===== src/rtl/arb_pkg.sv =====
package arb_pkg;
  typedef enum logic [1:0] {
    ST_IDLE = 2'd0,
    ST_GNT  = 2'd1,
    ST_BUSY = 2'd2
  } arb_state_e;
endpackage


===== src/rtl/arb_rr_pick.sv =====
module arb_rr_pick #(
  parameter int NODES = 5,
  localparam int IW = (NODES > 1) ? $clog2(NODES) : 1
) (
  input  logic [NODES-1:0] req,
  input  logic [IW-1:0]    start_pos,
  output logic             found,
  output logic [IW-1:0]    winner
);
  // Scan from the farthest offset down so the nearest requester wins.
  always_comb begin
    found  = 1'b0;
    winner = '0;
    for (int k = NODES - 1; k >= 0; k--) begin
      int pos;
      pos = int'(start_pos) + k;
      if (pos >= NODES) pos = pos - NODES;
      if (req[pos]) begin
        found  = 1'b1;
        winner = IW'(pos);
      end
    end
  end
endmodule


===== src/rtl/arb_xact_timer.sv =====
module arb_xact_timer #(
  parameter int RD_LEN = 4,
  parameter int WR_LEN = 3,
  localparam int MAXL  = (RD_LEN > WR_LEN) ? RD_LEN : WR_LEN,
  localparam int CW    = $clog2(MAXL) + 1
) (
  input  logic clk,
  input  logic rst,
  input  logic load,
  input  logic is_wr,
  output logic last
);
  logic [CW-1:0] left_q;

  // Start cycle counts as cycle one; busy cycles follow until left hits zero.
  always_ff @(posedge clk) begin
    if (rst) begin
      left_q <= '0;
    end else if (load) begin
      left_q <= is_wr ? CW'(WR_LEN - 2) : CW'(RD_LEN - 2);
    end else if (left_q != '0) begin
      left_q <= left_q - 1'b1;
    end
  end

  assign last = (left_q == '0);
endmodule


===== src/rtl/bus_arbiter.sv =====
module bus_arbiter #(
  parameter int NODES  = 5,
  parameter int RD_LEN = 4,
  parameter int WR_LEN = 3,
  localparam int IW = (NODES > 1) ? $clog2(NODES) : 1
) (
  input  logic             clk,
  input  logic             rst,
  input  logic [NODES-1:0] req,
  input  logic             xfer_start,
  input  logic             xfer_wr,
  output logic [NODES-1:0] grant,
  output logic [NODES-1:0] pregrant,
  output logic             busy
);
  import arb_pkg::*;

  arb_state_e     st_q, st_n;
  logic [IW-1:0]  owner_q, owner_n;
  logic [IW-1:0]  park_q, park_n;
  logic [IW-1:0]  ptr_q, ptr_n;
  logic           pick_found;
  logic [IW-1:0]  pick_idx;
  logic           tmr_load;
  logic           tmr_last;
  logic [NODES-1:0] grant_q, pregrant_q;
  logic           busy_q;

  function automatic logic [IW-1:0] next_pos(input logic [IW-1:0] p);
    return (p == IW'(NODES - 1)) ? '0 : p + 1'b1;
  endfunction

  arb_rr_pick #(.NODES(NODES)) u_pick (
    .req       (req),
    .start_pos (ptr_q),
    .found     (pick_found),
    .winner    (pick_idx)
  );

  arb_xact_timer #(.RD_LEN(RD_LEN), .WR_LEN(WR_LEN)) u_tmr (
    .clk   (clk),
    .rst   (rst),
    .load  (tmr_load),
    .is_wr (xfer_wr),
    .last  (tmr_last)
  );

  always_comb begin
    st_n     = st_q;
    owner_n  = owner_q;
    park_n   = park_q;
    ptr_n    = ptr_q;
    tmr_load = 1'b0;
    unique case (st_q)
      ST_IDLE: begin
        if (xfer_start) begin
          st_n     = ST_BUSY;
          owner_n  = park_q;
          ptr_n    = next_pos(park_q);
          tmr_load = 1'b1;
        end else if (pick_found) begin
          st_n    = ST_GNT;
          owner_n = pick_idx;
          ptr_n   = next_pos(pick_idx);
        end
      end
      ST_GNT: begin
        if (xfer_start) begin
          st_n     = ST_BUSY;
          tmr_load = 1'b1;
        end else if (!req[owner_q]) begin
          st_n = ST_IDLE;
        end
      end
      ST_BUSY: begin
        if (tmr_last) begin
          park_n = owner_q;
          if (pick_found) begin
            st_n    = ST_GNT;
            owner_n = pick_idx;
            ptr_n   = next_pos(pick_idx);
          end else begin
            st_n = ST_IDLE;
          end
        end
      end
      default: st_n = ST_IDLE;
    endcase
  end

  always_ff @(posedge clk) begin
    if (rst) begin
      st_q       <= ST_IDLE;
      owner_q    <= '0;
      park_q     <= '0;
      ptr_q      <= IW'(1 % NODES);
      grant_q    <= '0;
      pregrant_q <= NODES'(1);
      busy_q     <= 1'b0;
    end else begin
      st_q       <= st_n;
      owner_q    <= owner_n;
      park_q     <= park_n;
      ptr_q      <= ptr_n;
      grant_q    <= (st_n == ST_GNT)  ? (NODES'(1) << owner_n) : '0;
      pregrant_q <= (st_n == ST_IDLE) ? (NODES'(1) << park_n)  : '0;
      busy_q     <= (st_n == ST_BUSY);
    end
  end

  assign grant    = grant_q;
  assign pregrant = pregrant_q;
  assign busy     = busy_q;

  // single owner on the bus
  assert_onehot_grant_R2: assert property (@(posedge clk) disable iff (rst)
    $onehot0(grant_q));
  assert_no_dual_owner_R2: assert property (@(posedge clk) disable iff (rst)
    !((|grant_q) && (|pregrant_q)));
  // unpark and grant in one step
  assert_unpark_same_cycle_R3: assert property (@(posedge clk) disable iff (rst)
    (st_q == ST_IDLE && !xfer_start && (|req)) |=> ((|grant_q) && !(|pregrant_q)));
  // park on the master that just finished
  assert_park_last_master_R6: assert property (@(posedge clk) disable iff (rst)
    (st_q == ST_BUSY && tmr_last && !(|req)) |=> (pregrant_q == (NODES'(1) << $past(owner_q))));
  // withdrawn request loses its grant
  assert_withdraw_release_R8: assert property (@(posedge clk) disable iff (rst)
    (st_q == ST_GNT && !xfer_start && !req[owner_q]) |=> (grant_q == '0 && !busy_q));
  // a new grant only goes to a node that was requesting
  assert_grant_to_requester_R9: assert property (@(posedge clk) disable iff (rst)
    ((|grant_q) && grant_q != $past(grant_q)) |-> (|(grant_q & $past(req))));
  // a running transaction cannot be restarted
  assert_busy_holds_R10: assert property (@(posedge clk) disable iff (rst)
    (st_q == ST_BUSY && !tmr_last) |=> busy_q);
endmodule


===== config.mk =====
export PLATFORM = sky130hd
export DESIGN_NAME = bus_arbiter
export DESIGN_NICKNAME = d
export VERILOG_FILES = /design/src/rtl/arb_pkg.sv /design/src/rtl/arb_rr_pick.sv /design/src/rtl/arb_xact_timer.sv /design/src/rtl/bus_arbiter.sv
export SDC_FILE = /design/constraint.sdc
export NUM_CORES = 1
export LEC_CHECK = 0
export ABC_AREA = 1
export BUFFER_PORTS_ARGS = -buffer_cell sky130_fd_sc_hd__buf_2
export CAP_MARGIN = 30
export CORE_UTILIZATION = 47
export CTS_CLUSTER_SIZE = 30
export DETAILED_ROUTE_END_ITERATION = 6
export GPL_TIMING_DRIVEN = 0
export PLACE_DENSITY = 0.64
export SYNTH_ARGS = -nofsm -noshare
export SYNTH_HDL_FRONTEND = slang
export SYNTH_SLANG_ARGS = --single-unit

===== constraint.sdc =====
create_clock -name clk -period 7.3 [get_ports clk]
set_clock_uncertainty 0.05 [all_clocks]
set_input_delay 0.73 -clock clk [delete_from_list [all_inputs] [get_ports clk]]
set_output_delay 0.73 -clock clk [all_outputs]
set_load 0.02 [all_outputs]

After elaboration in Yosys (flattened, before gate mapping)
Cells that the tools add are included.

word-level totals
  logic and storage cells = 110
  output and inout bits = 11
  bits of input ports = 9
  register bits after elaboration = 25

operators by class
  multiplexer cells = 57
  $lt $le $gt $ge = 11
  add/sub/neg operators = 12
  equality and inequality tests = 7
  reductions and logical operators = 10
  shifts and indexed selects = 2
  bitwise logic cells = 2

operators with widths
  cell                                                                                   number
  32-bit by 5-bit < comparator with 1-bit output (second input constant)                 5
  32-bit 2-to-1 mux                                                                      5
  32-bit by 4-bit greater-or-equal comparator with 1-bit output (second input constant)  4
  32-bit by 4-bit subtractor with 32-bit output (second input constant)                  4
  3-bit 2-to-1 mux                                                                       17
  1-bit 2-to-1 mux                                                                       20
  1-bit binary-select mux with 3-bit select                                              6
  2-bit 2-to-1 mux                                                                       6
  3-bit one-hot mux with 2 select lines                                                  2
  1-bit by 3-bit << shifter with 5-bit output (first input constant)                     2
  3-bit by 2-bit adder with 4-bit output (second input constant)                         2
  3-bit by 1-bit adder with 3-bit output (second input constant)                         2
  3-bit == test (second input constant)                                                  2
  2-bit one-hot mux with 3 select lines                                                  1
  2-bit OR reduction                                                                     3
  3-bit by 1-bit adder with 4-bit output (second input constant)                         1
  3-bit by 3-bit adder with 4-bit output (second input constant)                         1
  2-bit by 1-bit == test with 1-bit output (second input constant)                       2
  2-bit == test (second input constant)                                                  2
  2-bit logical NOT                                                                      2
  3-bit by 4-bit < comparator with 1-bit output (second input constant)                  1
  2-bit nonzero test                                                                     2
  3-bit by 3-bit subtractor with 4-bit output (second input constant)                    1
  3-bit greater-or-equal comparator (second input constant)                              1
  6 further kinds                                                                        7

Depth between registers and ports, before layout
Gate-level depths: netlist of run 1.

  word-level depth = 17
  depth in mapped cells = 27
  depth with buffers taken out = 26

Cells and area by module
Synthesis of run 1 repeated with hierarchy kept, for this count alone.

second synthesis, totals
  cell total of the unflattened synthesis = 373
  area total of the unflattened synthesis = 2,388.5 um2

modules (own cells, without submodules)
  module          sequential area each (um2)  cells each  area each (um2)  times used
  bus_arbiter     440.4                       158         1,131.1          1
  arb_rr_pick     0.0                         183         1,061.0          1
  arb_xact_timer  60.1                        32          196.4            1

Worst setup path after synthesis of run 1
OpenSTA, ideal clock, no wires.

  kind = register to register
  start = register ptr_q[1]
  end = register ptr_q[1]
  clock period less this slack = 2.817 ns
  setup time = 0.125 ns
  path buffers = 0
  slack = 4.483 ns
  stages on the path, launching flop included = 21
  required time = 7.125 ns
  arrival = 2.642 ns
  cell sequence = dfxtp_1 > ha_1 > inv_1 > fa_1 > inv_1 > nand2_2 > nand2_1 > o21ai_1 > nor3_1 > inv_1 > nand2_1 > nand2_1 > nand3_1 > nand2_1 > nand2_2 > inv_1 > ha_1 > nand3_1 > nand2_1 > o31ai_1 > a21oi_1

between the ends
  longest elaborated chain between the ends = 16
  elaborated cells between the ends (all ways) = 51
  those cells by class = add/sub: 10; order compare: 5; eq/ne: 1; mux: 35

RTL lines
  item                                                                                                                                   line                                  RTL
  start, declared                                                                                                                        bus_arbiter.sv:21                     logic [IW-1:0] ptr_q, ptr_n;
  start signal, assigned                                                                                                                 bus_arbiter.sv:96                     ptr_q <= IW'(1 % NODES);
  start signal, assigned                                                                                                                 bus_arbiter.sv:104                    ptr_q <= ptr_n;
  3-bit by 3-bit adder with 4-bit output                                                                                                 arb_rr_pick.sv:16                     pos = int'(start_pos) + k;
  32-bit by 4-bit subtractor with 32-bit output / 32-bit by 4-bit greater-or-equal comparator with 1-bit output (equally long branches)  arb_rr_pick.sv:17                     if (pos >= NODES) pos = pos - NODES;
  32-bit 2-to-1 mux                                                                                                                      arb_rr_pick.sv:17
  1-bit binary-select mux with 3-bit select                                                                                              arb_rr_pick.sv:18                     if (req[pos]) begin
  1-bit 2-to-1 mux (implied by the code) (2 in series)                                                                                   arb_rr_pick.sv:18
  3-bit 2-to-1 mux (5 in series)                                                                                                         arb_rr_pick.sv:18
  3-bit by 1-bit adder with 3-bit output / 3-bit == test (equally long branches)                                                         bus_arbiter.sv:30                     return (p == IW'(NODES - 1)) ? '0 : p + 1'b1;
  3-bit 2-to-1 mux                                                                                                                       bus_arbiter.sv:30
  3-bit 2-to-1 mux *                                                                                                                     bus_arbiter.sv:61, bus_arbiter.sv:78
  3-bit 2-to-1 mux (on tied branches)                                                                                                    bus_arbiter.sv:76, bus_arbiter.sv:56
  3-bit one-hot mux with 2 select lines *                                                                                                bus_arbiter.sv:54                     unique case (st_q)

Every way passes the cells marked *; elsewhere a longest branch is shown, timed or not. The select of a mux whose other input is x is not followed.
A chain may end at the register's enable or synchronous reset.

Worst setup path in the final report of run 1
  start = register ptr_q[1]
  end = register ptr_q[0]

Same word-level chain as after synthesis.

==> flow_metrics.py, run 1 <==
metrics = {
    "status": {
        "status": "complete, no violations",
    },
    "timing": {
        "slew_headroom": 0.648,
        "finalSetupTns_ns": 0,
        "final_max_slew_viol_count": 0,
        "post-route-min-period_ns": 3.44,
        "fmax_ghz": 0.290,
        "min_period_over_period": 0.472,
        "rsz0062_at_grt": "false",
        "setup_viol": 0,
        "hold_viol_final": 0,
        "tightest_slew_ns": 0.522,
    },
    "critical_path": {
        "critPathRequiredTime_ns": 7.44,
        "critPathSlowestCell": "dfxtp_1",
        "max_stage_delay_ns": 0.59,
        "worst-r2r-cell-count": 21,
        "rr_endpoint": "ptr_q[0]$_SDFFE_PP1P_",
        "path_common_cell": "nand2_1",
        "timing.rr.start": "ptr_q[1]$_SDFFE_PP0P_",
        "end_kind": "register",
        "startpoint_type": "register",
        "critPathArrivalTime_ns": 3.58,
        "crit_chain": "ha_1 > inv_1 > fa_1 > inv_1 > nand2_2 > o21ai_0 > nand3_1 > nand2_1 > nand2_1 > a21oi_1 > nor2_1 > nand2_1 > nand2_1 > nand2_1 > inv_1 > ha_1 > nand2_1 > nand2_1 > o21ai_0 > nand2_1 > o211ai_1",
        "path_class": "register to register",
        "reg2reg_slack_ns": 3.86,
        "critical_path.max_fanout": 10,
    },
    "synthesis": {
        "async_flop_share": 0,
        "syn_area_per_cell_um2": 5.98,
        "synth_adder_area_share": 0.0931,
        "synthesis.area_mm2": 0.00223,
        "yosysSeqAreaShare": 0.224,
        "synthTopCellsByArea": "dfxtp_1, nand2_1, ha_1",
        "synth_largest_area_cell": "dfxtp_1",
        "synth-xor-area-share": 0.00393,
        "synth.most_common_cell": "nand2_1",
        "synth_edf_count": 0,
        "synth_compound_area_frac": 0.154,
        "yosys-top-cells-count": "nand2_1, inv_1, nand3_1",
        "syn-num-nets": 398,
        "synth_mux_area_frac": 0,
        "synth_top_family_by_area": "simple AND/OR/NAND/NOR gates",
        "syn_inst": 373,
        "yosys.area_share.simple": 0.426,
        "yosys_register_bits": 25,
        "ys_warn_count": 0,
        "netlist.area_leader.share": 0.224,
        "ys_types": 35,
        "synthFlopType": "dfxtp_1",
    },
    "floorplanning": {
        "dieWidth_um": 70.9,
        "rows": 24,
        "pin_count": 20,
        "die_h_um": 70.9,
        "initial_core_util": 0.502,
        "dieArea_mm2": 0.00503,
        "core_area_mm2": 0.00444,
    },
    "layout": {
        "antenna_cells": 0,
        "nFillCells": 458,
        "syn_to_final_growth_pct": 9.20,
        "nNetsFinal": 422,
        "drive_above_1_share": 0.141,
    },
    "hold_path": {
        "holdPathStages": 3,
        "hold_start": "u_tmr.left_q[2]$_SDFFE_PP0P_",
        "worst_hold_path.endpoint": "u_tmr.left_q[2]$_SDFFE_PP0P_",
        "worstHoldPathType": "register to register",
    },
    "global_routing": {
        "grt.overflow.total": 0,
        "grt_pass1_vias": 1982,
        "antenna_found_initial": 0,
        "grt_usage": 0.223,
        "grt_pass1_wl_um": 9110,
        "grt_max_degree": 14,
    },
    "drt": {
        "drtIter0Drc": 215,
        "num_vias": 2267,
        "post-route-drc-count": 0,
        "ant_nets": 0,
        "dr.pass1.iters": 5,
        "drt_wl_total_um": 5310,
        "viasPerCell": 5.06,
        "wl_per_cell_um": 11.8,
    },
    "cts": {
        "root_buffer": "clkbuf_8",
        "cts.hold.buffers_added": 0,
        "cts_buffer_depth": 2,
        "cts_setup_buffers": 0,
        "htreeDepth": 1,
        "clock-sinks": 25,
        "clkSlewWorstSetupHoldPaths_ns": 0.08,
        "cts_tree": "yes",
        "cts_resized": 0,
        "clock_latency_ns": 0.26,
        "cts_buffers": 3,
    },
    "placed_design": {
        "numPortBuffers": 19,
        "hpwl_um": 4320,
        "gp_congestion": 0.885,
    },
    "flow_run": {
        "drv_cap": 0,
    },
}
==> worst max-delay path: cells and delay by family, from the launching register on <==
kind,cells,cell delay (ns)
flip-flops,1,0.59
buffers and inverters,3,0.23
AND/OR/NAND/NOR,11,0.98
adder cells (fa/ha/maj),3,0.80
AO/OA/AOI/OAI,4,0.72
==> metal layers <==
metal,vias up,wire [µm],track usage
met2,50,2070,0.314
met1,968,2920,0.362
met3,2,309,0.0342
met5,-,0,0
li1,1247,-,-
met4,0,11,0.0267
==> sequential cells by signal (all words and copies together), names as in the netlist <==
register	flops
st_q	2
busy	1
park_q	3
grant	5
owner_q	3
ptr_q	3
pregrant	5
u_tmr.left_q	3
==> cells by family after synthesis <==
logic type | Yosys count
AOI/OAI and AO/OA | 58
xor gates and xnor gates | 1
adders and majority gates | 16
and+or+nand+nor | 216
buffers and inverters | 57
DFF | 25
==> through the flow <==
step,utilization,hold slack [ns],worst slack (ns),cells,instance area [µm²]
finish,0.548,0.524,3.86,448,2440
global route,0.548,0.580,3.57,448,2440
CTS,0.548,0.526,3.91,448,2440
floorplan,-,0.471,4.48,373,2230
global placement,0.538,0.492,3.94,444,2390
detailed placement,0.538,0.509,3.95,444,2390
==> placed cells by master, fill, tap and decap left out, drive strengths merged <==
| cell | count |
|---|---|
| a22oi | 2 |
| nand3 | 40 |
| fa | 1 |
| o31ai | 1 |
| nor3 | 6 |
| nand4 | 1 |
| o21ai | 26 |
| o21a | 1 |
| nand3b | 1 |
| a221oi | 1 |
| a21oi | 19 |
| a31oi | 2 |
| o311ai | 1 |
| ha | 15 |
| inv | 54 |
| o22ai | 1 |
| o2111ai | 1 |
| nor4 | 1 |
| xor2 | 1 |
| nand2 | 132 |
| clkbuf | 5 |
| dfxtp | 25 |
| buf | 21 |
| o211ai | 3 |
| nor2 | 35 |
==> worst max path at each step <==
stage	start	to	depth (start not counted)
2_1_floorplan	ptr_q[1]$_SDFFE_PP0P_	ptr_q[1]$_SDFFE_PP0P_	20
5_1_grt	ptr_q[1]$_SDFFE_PP0P_	ptr_q[0]$_SDFFE_PP1P_	21
6_report	ptr_q[1]$_SDFFE_PP0P_	ptr_q[0]$_SDFFE_PP1P_	21
3_5_place_dp	ptr_q[1]$_SDFFE_PP0P_	ptr_q[0]$_SDFFE_PP1P_	21
4_1_cts	ptr_q[1]$_SDFFE_PP0P_	ptr_q[0]$_SDFFE_PP1P_	21
3_3_place_gp	ptr_q[1]$_SDFFE_PP0P_	ptr_q[0]$_SDFFE_PP1P_	21
==> cell type report <==
class | instances | area (µm²) | share of cell area
Timing Repair Buffer | 19 | 95.1 | 0.0390
Multi-Input combinational cell | 291 | 1510 | 0.619
Inverter | 54 | 203 | 0.0832
Clock buffer | 4 | 45.0 | 0.0185
Tap cell | 52 | 65.1 | 0.0267
Buffer | 3 | 18.8 | 0.00770
Sequential cell | 25 | 500 | 0.205
Power of run 1 is not shown: default switching activity piles up to over one toggle a cycle in this logic, so the estimate is an artifact.
==> inputs of run 2 (changes only) <==
==> constraint.sdc (replaced) <==
create_clock -name clk -period 3.5 [get_ports clk]
set_clock_uncertainty 0.05 [all_clocks]
set_input_delay 0.35 -clock clk [delete_from_list [all_inputs] [get_ports clk]]
set_output_delay 0.35 -clock clk [all_outputs]
set_load 0.02 [all_outputs]
==> flow_metrics.py, run 2 (synthesis results as in run 1) <==
metrics = {
    "status": {
        "status": "complete, no violations",
    },
    "hold_path": {
        "worstHoldPathType": "primary input to register",
        "hold_start": "xfer_wr",
    },
    "critical_path": {
        "critPathArrivalTime_ns": 3.32,
        "worst-r2r-cell-count": 22,
        "end_kind": "register",
        "critical_path.max_fanout": 11,
        "reg2reg_slack_ns": 0.31,
        "path_class": "register to register",
        "startpoint": "ptr_q[0]$_SDFFE_PP1P_",
        "timing.rr.start": "ptr_q[0]$_SDFFE_PP1P_",
        "critPathRequiredTime_ns": 3.64,
        "startpoint_type": "register",
        "rr_endpoint": "ptr_q[0]$_SDFFE_PP1P_",
        "endpoint": "ptr_q[0]$_SDFFE_PP1P_",
    },
    "global_routing": {
        "grt_pass1_wl_um": 9110,
        "grt.overflow.total": 0,
        "antenna_found_initial": 0,
        "grt_pass1_vias": 1982,
        "grt_max_degree": 14,
        "grt_usage": 0.223,
    },
    "drt": {
        "ant_nets": 0,
        "wl_per_cell_um": 11.8,
        "num_vias": 2274,
        "drt_wl_total_um": 5310,
        "drtIter0Drc": 183,
        "post-route-drc-count": 0,
        "dr.pass1.iters": 5,
        "viasPerCell": 5.08,
    },
    "layout": {
        "layout_common_cells": "nand2_1, inv_1, nand3_1, nor2_1, dfxtp_1",
        "multi_input_area_mm2": 0.00151,
        "final_common_cell": "nand2_1",
        "nNetsFinal": 422,
        "syn_to_final_growth_pct": 9.37,
        "drive_above_1_share": 0.144,
        "seqCellArea_um2": 502,
        "antenna_cells": 0,
        "nFillCells": 457,
    },
    "timing": {
        "slew_headroom": 0.656,
        "fmax_ghz": 0.314,
        "finalSetupTns_ns": 0,
        "setup_viol": 0,
        "tightest_slew_ns": 0.511,
        "rsz0062_at_grt": "false",
        "post-route-min-period_ns": 3.19,
        "hold_viol_final": 0,
        "final_max_slew_viol_count": 0,
        "min_period_over_period": 0.910,
    },
    "floorplanning": {
        "rows": 24,
        "initial_core_util": 0.502,
        "dieArea_mm2": 0.00503,
        "pin_count": 20,
        "dieWidth_um": 70.9,
        "die_h_um": 70.9,
        "core_area_mm2": 0.00444,
    },
    "cts": {
        "cts_buffers": 3,
        "root_buffer": "clkbuf_8",
        "cts_buffer_depth": 2,
        "clkSlewWorstSetupHoldPaths_ns": 0.08,
        "htreeDepth": 1,
        "clock-sinks": 25,
        "clock_latency_ns": 0.26,
        "cts_tree": "yes",
        "cts.hold.buffers_added": 0,
    },
    "placed_design": {
        "hpwl_um": 4320,
        "numPortBuffers": 19,
        "gp_congestion": 0.885,
    },
    "flow_run": {
        "drv_cap": 0,
    },
}
## run 2: cell types whose count changed in the layout (fill, tap and decap cells not counted)
| cell | before | now |
|---|---|---|
| o21ai_0 | 22 | 20 |
| o21ai_1 | 3 | 5 |
| dfxtp_1 | 25 | 24 |
| dfxtp_2 | 0 | 1 |
| inv_2 | 6 | 5 |
| inv_4 | 0 | 1 |
## run 2: critical path, cell delays in order, from the launching register on
cell	delay, ns
dfxtp_1	0.37
inv_4	0.15
ha_1	0.16
inv_1	0.04
fa_1	0.42
inv_1	0.12
nand2_2	0.11
o21ai_1	0.23
nand3_1	0.10
nand2_1	0.10
nand2_1	0.09
a21oi_1	0.17
nor2_1	0.06
nand2_1	0.06
nand2_1	0.07
nand2_1	0.12
inv_1	0.06
ha_1	0.17
nand2_1	0.08
nand2_1	0.07
o21ai_0	0.15
nand2_1	0.08
o211ai_1	0.08
## run 2: metal layers
metal	GRT usage	share of wire	routed length [µm]
met1	0.362	0.57	3010
met2	0.314	0.39	2080
met3	0.0342	0.039	206
met4	0.0267	0.0021	11
met5	0	0	0
## run 2: worst min path at each step
stage | endpoint | cells past startpoint | slack (ns)
2_1_floorplan | u_tmr.left_q[0]$_SDFFE_PP0P_ | 2 | 0.46
3_3_place_gp | u_tmr.left_q[2]$_SDFFE_PP0P_ | 3 | 0.49
4_1_cts | u_tmr.left_q[0]$_SDFFE_PP0P_ | 3 | 0.30
3_5_place_dp | u_tmr.left_q[2]$_SDFFE_PP0P_ | 3 | 0.51
5_1_grt | u_tmr.left_q[0]$_SDFFE_PP0P_ | 3 | 0.33
6_report | u_tmr.left_q[0]$_SDFFE_PP0P_ | 3 | 0.31
## run 2: through the flow
stage,util,std cells,cell area (µm²),setup slack [ns],hold WS (ns)
after floorplan,-,373,2230,0.683,0.464
after global routing,0.549,448,2440,0.0154,0.332
final,0.549,448,2440,0.315,0.311
after detailed placement,0.538,444,2390,0.149,0.509
after CTS,0.548,448,2440,0.109,0.305
after global placement,0.538,444,2390,0.139,0.492
## run 2: layout make-up
type | count | share of cell area
well taps | 52 | 0.0267
repair buffers | 19 | 0.0390
flip-flops and latches | 25 | 0.206
clock buffers | 4 | 0.0185
multi-input cells | 291 | 0.618
plain buffers | 3 | 0.00769
inverters | 54 | 0.0841
## run 2: what timing repair did
item,CTS,global route
buffers inserted,0,0
gates resized for setup,0,4
endpoints found under the hold margin,0,0
setup endpoints to repair,0,3
Power of run 2 is left out for the same reason.
